File: src/rtl/smm_srst_pkg.sv
package smm_srst_pkg;

  // Default length of the post-exit hold-off window, in clock cycles.
  localparam int unsigned GUARD_DEFAULT = 20;

  // Default number of flops in the reset release synchronizer.
  localparam int unsigned SYNC_DEFAULT = 2;

  // Hold-off condition reported by the exit guard.
  typedef enum logic [1:0] {
    GATE_OPEN  = 2'b00,
    GATE_SMM   = 2'b01,
    GATE_GUARD = 2'b10
  } gate_state_e;

  // Width of a down-counter that must hold the value n.
  function automatic int unsigned cnt_width(input int unsigned n);
    return (n < 2) ? 1 : $clog2(n + 1);
  endfunction

endpackage

File: src/rtl/smm_srst_rst_sync.sv
module smm_srst_rst_sync #(
  parameter int unsigned STAGES = 2
) (
  input  logic clk,
  input  logic arst_n,
  output logic rst_n_sync
);

  logic [STAGES-1:0] sync_q;
  logic [STAGES-1:0] sync_d;

  generate
    if (STAGES == 1) begin : g_one
      always_comb sync_d = 1'b1;
    end else begin : g_many
      always_comb sync_d = {sync_q[STAGES-2:0], 1'b1};
    end
  endgenerate

  // Assert asynchronously, release through the flop chain.
  always_ff @(posedge clk or negedge arst_n) begin
    if (!arst_n) sync_q <= '0;
    else         sync_q <= sync_d;
  end

  assign rst_n_sync = sync_q[STAGES-1];

endmodule

File: src/rtl/smm_srst_exit_guard.sv
module smm_srst_exit_guard
  import smm_srst_pkg::*;
#(
  parameter int unsigned GUARD_CYCLES = GUARD_DEFAULT
) (
  input  logic        clk,
  input  logic        rst_n,
  input  logic        smm_act_n,
  output logic        hold_off,
  output gate_state_e gate_state
);

  localparam int unsigned GW = cnt_width(GUARD_CYCLES);
  localparam logic [GW-1:0] RELOAD = GW'(GUARD_CYCLES);

  logic          smm_n_q;
  logic          smm_n_d;
  logic [GW-1:0] guard_q;
  logic [GW-1:0] guard_d;
  logic          guard_en;
  logic          exit_edge;
  logic          in_smm;

  assign in_smm    = !smm_act_n;
  assign exit_edge = smm_act_n && !smm_n_q;

  // Next state of the guard down-counter.
  always_comb begin
    smm_n_d  = smm_act_n;
    guard_d  = guard_q;
    guard_en = 1'b0;
    if (in_smm) begin
      guard_d  = '0;
      guard_en = (guard_q != '0);
    end else if (exit_edge) begin
      guard_d  = RELOAD;
      guard_en = 1'b1;
    end else if (guard_q != '0) begin
      guard_d  = guard_q - 1'b1;
      guard_en = 1'b1;
    end
  end

  always_ff @(posedge clk or negedge rst_n) begin
    if (!rst_n) smm_n_q <= 1'b1;
    else        smm_n_q <= smm_n_d;
  end

  always_ff @(posedge clk or negedge rst_n) begin
    if (!rst_n)        guard_q <= '0;
    else if (guard_en) guard_q <= guard_d;
  end

  always_comb begin
    if (in_smm)                              gate_state = GATE_SMM;
    else if (exit_edge || guard_q != '0)     gate_state = GATE_GUARD;
    else                                     gate_state = GATE_OPEN;
  end

  assign hold_off = (gate_state != GATE_OPEN);

endmodule

File: src/rtl/smm_srst_replay.sv
module smm_srst_replay (
  input  logic clk,
  input  logic rst_n,
  input  logic hold_off,
  input  logic req,
  output logic pulse
);

  logic pend_q;
  logic pend_d;
  logic pend_en;
  logic pulse_q;
  logic pulse_d;
  logic fire;

  assign fire = !hold_off && (pend_q || req);

  // Next state of the pending flag and of the outgoing pulse.
  always_comb begin
    pulse_d = fire;
    pend_d  = pend_q;
    pend_en = 1'b0;
    if (fire) begin
      pend_d  = 1'b0;
      pend_en = pend_q;
    end else if (hold_off && req) begin
      pend_d  = 1'b1;
      pend_en = !pend_q;
    end
  end

  always_ff @(posedge clk or negedge rst_n) begin
    if (!rst_n)       pend_q <= 1'b0;
    else if (pend_en) pend_q <= pend_d;
  end

  always_ff @(posedge clk or negedge rst_n) begin
    if (!rst_n) pulse_q <= 1'b0;
    else        pulse_q <= pulse_d;
  end

  assign pulse = pulse_q;

endmodule

File: src/rtl/smm_srst_gate.sv
module smm_srst_gate
  import smm_srst_pkg::*;
#(
  parameter int unsigned GUARD_CYCLES = GUARD_DEFAULT,
  parameter int unsigned SYNC_STAGES  = SYNC_DEFAULT
) (
  input  logic clk,
  input  logic glb_rst_n,
  input  logic smm_act_n,
  input  logic srst_req,
  output logic srst_pulse,
  output logic cpu_hard_rst_n
);

  logic        rst_n_int;
  logic        hold_off;
  gate_state_e gate_state;

  // The hard reset is never gated.
  assign cpu_hard_rst_n = glb_rst_n;

  smm_srst_rst_sync #(.STAGES(SYNC_STAGES)) u_rst_sync (
    .clk        (clk),
    .arst_n     (glb_rst_n),
    .rst_n_sync (rst_n_int)
  );

  smm_srst_exit_guard #(.GUARD_CYCLES(GUARD_CYCLES)) u_guard (
    .clk        (clk),
    .rst_n      (rst_n_int),
    .smm_act_n  (smm_act_n),
    .hold_off   (hold_off),
    .gate_state (gate_state)
  );

  smm_srst_replay u_replay (
    .clk      (clk),
    .rst_n    (rst_n_int),
    .hold_off (hold_off),
    .req      (srst_req),
    .pulse    (srst_pulse)
  );

endmodule

File: config.mk
export PLATFORM = sky130hd
export DESIGN_NAME = smm_srst_gate
export DESIGN_NICKNAME = d
export VERILOG_FILES = /design/src/rtl/smm_srst_pkg.sv /design/src/rtl/smm_srst_rst_sync.sv /design/src/rtl/smm_srst_exit_guard.sv /design/src/rtl/smm_srst_replay.sv /design/src/rtl/smm_srst_gate.sv
export SDC_FILE = /design/constraint.sdc
export NUM_CORES = 1
export LEC_CHECK = 0
export ABC_AREA = 1
export BUFFER_PORTS_ARGS = -buffer_cell sky130_fd_sc_hd__buf_2
export CORE_AREA = 2 2 39 41
export DETAILED_ROUTE_END_ITERATION = 16
export DIE_AREA = 0 0 41 43
export GPL_ROUTABILITY_DRIVEN = 0
export SLEW_MARGIN = 15
export SYNTH_ARGS = -nofsm -noshare
export SYNTH_HDL_FRONTEND = slang
export SYNTH_SLANG_ARGS = --single-unit
export TNS_END_PERCENT = 100
File: constraint.sdc
create_clock -name clk -period 0.8 [get_ports clk]
set_input_delay 0.04 -clock clk [delete_from_list [all_inputs] [get_ports clk]]
set_output_delay 0.04 -clock clk [all_outputs]
set_load 0.005 [all_outputs]
# Word level (Yosys, flattened, before mapping)
# Cells that the tools add are included.
# totals
ff_bits,10
latch_bits,0
ram_bits,0
rom_bits,0
input_bits,4
wordCells,32
memories,0
# classes
addsub,1
multipliers,0
div,0
magnitude_cmp,0
eq_ne,1
n_shift,0
muxes,12
bitwise_logic,0
n_reduce_logical,13
# ops
cell,count
$mux W5,3
$mux W1,7
$reduce_bool A5 Y1,1
$sub A5 B1 Y5 const B,1
$mux W2,2
$reduce_and A2 Y1,2
$reduce_bool A2 Y1,2
$logic_and A1 B1 Y1,3
$logic_not A1 Y1,3
$ne A3 B1 Y1 const B,1
$logic_or A1 B1 Y1,2

# Longest topological paths before layout
# depth
word_depth,10
depth_mapped,7
mapped_depth_nobuf,7

# Modules after synthesis
# A second synthesis with hierarchy kept.
# unflattened
cells_unflattened,52
area_unflattened_um2,467.9
# by_module_without_submodules
mod,instances,cells_per_inst,area_each_um2
smm_srst_exit_guard,1,42,341.6
smm_srst_replay,1,6,65.1
smm_srst_rst_sync,1,3,53.8
smm_srst_gate,1,1,7.5

# Worst setup path before layout
# Ideal clock, no wire load.
# synth_path
kind,register -> register
startpoint,register u_guard.guard_q[0]
endpoint,register u_guard.guard_q[0]
t_arrival_ps,1014
setup_slack_ps,-337
path_stages_with_launch,8
n_path_buf,0
period_less_slack_ps,1137
path_cell_list,dfrtp_1 -> inv_1 -> ha_1 -> nand2_2 -> nor2_4 -> nand2_1 -> nand3_1 -> o21ai_1
# synth_between
elab_chain_len,5
elab_cells_between_ends,10
classes_between,add/sub: 1; eq/ne: 1; mux: 6; reduce/logical: 2
# synth_lines
item,line_no,text
from (decl),smm_srst_exit_guard.sv:18,logic [GW-1:0] guard_q;
from (signal assigned),smm_srst_exit_guard.sv:51,else if (guard_en) guard_q <= guard_d;
"parallel branches: the longest is 5 deep, another holds $sub A5 B1 Y5",-,
# Several ways; the timed one is not identified. The select of a mux whose other input is x is not followed.
# A chain may end at the register's enable or synchronous reset.

# Final worst setup path
# layout_path
startpoint,register u_guard.guard_q[1]
endpoint,register u_guard.guard_q[1]
# Same word-level chain as after synthesis.

==> results by group <==
Cells and area
  • Non-Filler Instances: 80
  • Layout cell share with drive strength beyond 1: between 50% and 60%
  • Commonest non-fill, non-tap cell in the layout: dfrtp_1
  • Layout Utilization: about 45%
  • Seq. cell area: approximately 250 sq um
  • FILL cells: 132
  • Diodes inserted: 0
  • Most frequent cells in the layout: dfrtp_1, inv_2, buf_4
  • Area added between synthesis and finish: 39.0%
  • Final nets: 70
  • Area occupied by multi-input gates: 194 sq um

Synth
  • Post-synthesis instance area: between 400 and 500 sq um
  • Flops & latches, synth: 10
  • Syn_area_per_cell: a little over 9 sq um
  • Synth Instances: 48
  • Cell variety after synth: 19
  • Largest family of logic cells by synthesized area: simple AND/OR/NAND/NOR gates
  • Synth Area in Compound Gates: 5.90%
  • Post-Synth Simple-Gate Area: a little under a quarter
  • Adder and majority gate portion of the synthesized area: 2.81%
  • Mux cell area share after synthesis: 0%
  • Yosys Warn Count: 0
  • Syn nets: between 50 and 60
  • Post-Synth XOR/XNOR Area: 0%
  • Sequential element share of the synthesized area: a little under three fifths

Routing
  • Via Count: roughly 360
  • DRT iter0 DRCs: 2
  • Post-DRT Antenna Nets: 0
  • First-pass detailed-route iteration total: 4
  • Drt wl/cell: just under 10 um
  • Drt drc: 0
  • Vias per cell: 4.49
  • Final WL: 789 um

Critical path
  • RR Startpoint: u_guard.guard_q[1]
  • Crit path launch: u_guard.guard_q[1]
  • Worst r2r path cells: 7
  • Startpoint Class: flop
  • Critical path class: reg2reg
  • Crit. End Element: flop
  • CP Data Required Time: approximately 0.95 ns
  • Crit path DAT: between 1 and 1.5 ns
  • Critical Path Fanout Max: 4

Place
  • Pre-CTS setup slack: -0.349 ns
  • DP Wirelength: approximately 540 um
  • I/O Buffers: 5
  • Placed Instances: slightly above 70

Global routing
  • Pin count of the biggest net entering global routing: 9
  • Grt ovf: 0
  • Vias in the first global route: 358
  • Total GRT Usage: 12.8%
  • First-pass GRT wire length: about 1.4 mm
  • Initial antenna violation count: 0

STA
  • Period utilization: 142%
  • Unrepaired setup endpoints after global routing: true
  • Final Hold Vio Count: 0
  • Fmax: between 0.8 and 0.9 GHz
  • Clock period minus worst slack: ~1.1 ns
  • # setup viols final: 7
  • Clock Skew: 0.000346 ns
  • Final setup TNS: -2.14 ns
  • Crit path setup slack, layout: -0.333 ns
  • Max-slew violations: 0

Clock tree
  • CTS tree: yes
  • Clock slew at reported path FFs: about 0.060 ns
  • Clk_lat worst skew: approximately 0.26 ns
  • # H-tree levels: 1
  • Clk sink count: 10
  • Num CTS Buffers: 3
  • Max Root-Sink Buffers: 2
  • Root Driver: clkbuf_4

Run
  • MaxCap Viol Count: 0

Pwr
  • Peak VDD IR: about 1.4 mV
  • Total chip power: 2250 uW
  • LEAKAGE: 0.000302 uW
  • Pwr/cell area: roughly 3600 nW/um^2

Floorplan
  • Die Wd: roughly 40 um
  • Core Area: 1380 sq um
  • Initial core utilization: between 30% and 40%
  • Std-Cell Rows: 14
  • I/O Pins: 6
  • Die height: approximately 43 um
  • Die area: between 1500 and 2000 sq um

Outcome
  • Status: finished with violations
  • Failing checks: negative setup slack

Worst hold path
  • Min-delay src: smm_act_n
  • Worst Hold Depth: 3
  • Hold WC Path Type: in2reg
-- sequential cells by signal (all words and copies together), names as in the netlist --
register,count
u_guard.guard_q,5
u_guard.smm_n_q,1
u_replay.pend_q,1
u_replay.pulse,1
u_rst_sync.sync_q,2
-- cell usage after synthesis --
cell | number | share of area (%)
nor2_1 | 5 | 4.2
inv_1 | 6 | 5.1
nand4_1 | 1 | 1.4
nor3_2 | 1 | 2.2
conb_1 | 1 | 0.84
dfrtp_1 | 9 | 51
dfstp_2 | 1 | 5.9
nand3_1 | 3 | 3.4
o21ai_1 | 2 | 2.2
a31oi_1 | 1 | 1.4
buf_4 | 1 | 1.7
ha_1 | 1 | 2.8
nand2_2 | 1 | 1.4
nor2_2 | 1 | 1.4
nand3_2 | 1 | 2.2
o21ai_0 | 2 | 2.2
inv_2 | 4 | 3.4
nand2_1 | 6 | 5.1
nor2_4 | 1 | 2.5
-- what timing repair did --
action                     in CTS  in global routing
hold buffers                    2                  0
hold endpoints to repair        3                  0
pin swaps                       4                  2
buffers inserted                2                  1
setup endpoints to repair       7                  8
resized for setup               2                  4
-- logic make-up after synthesis --
logic type               Yosys count
AND/OR/NAND/NOR                   20
buffers and inverters             11
flip-flops                        10
AO/OA/AOI/OAI                      5
adder cells (fa/ha/maj)            1
other                              1
-- report_power, final --
group	internal [uW]	switching, uW
registers	638	78.5
logic	553	623
clock network	192	161
total	1380	863
-- critical path, cell delays in order (launching register included) --
cell,delay (ns)
dfrtp_1,0.38
inv_2,0.08
ha_4,0.14
nand2_4,0.05
nor2_4,0.15
nand2_2,0.10
nand3_2,0.07
o21ai_2,0.05
-- per-layer routing --
layer	track usage, %	routed length, um	vias up
li1	-	-	178
met1	16.4	340	168
met2	16.6	402	11
met3	2.62	38	2
met4	12.7	8	0
met5	0	0	-
-- through the flow --
stage | instance area [sq um] | hold WS (ns)
2_1_floorplan | 465 | -0.256
3_3_place_gp | 526 | -0.169
3_5_place_dp | 526 | -0.168
4_1_cts | 597 | 0.0618
5_1_grt | 619 | 0.100
6_report | 619 | 0.0766
-- final timing paths --
check	endpoint	slack [ns]
min in group asynchronous	u_rst_sync.sync_q[0]	0.10
worst max register to register	u_guard.guard_q[1]	-0.33
worst min-delay path	u_guard.guard_q[2]	0.08
max in group asynchronous	u_guard.smm_n_q	0.38
worst max-delay path	u_guard.guard_q[1]	-0.33
worst min register to register	u_replay.pulse	0.13
-- cell type report --
type / count / area share [%]
clock buffer: 4 / 4.24
inverter: 10 / 6.06
multi-input combinational: 27 / 31.3
sequential: 10 / 40.6
tap: 16 / 3.23
timing repair buffer: 13 / 14.5
No activity file was read; power rests on OpenSTA's default activity.
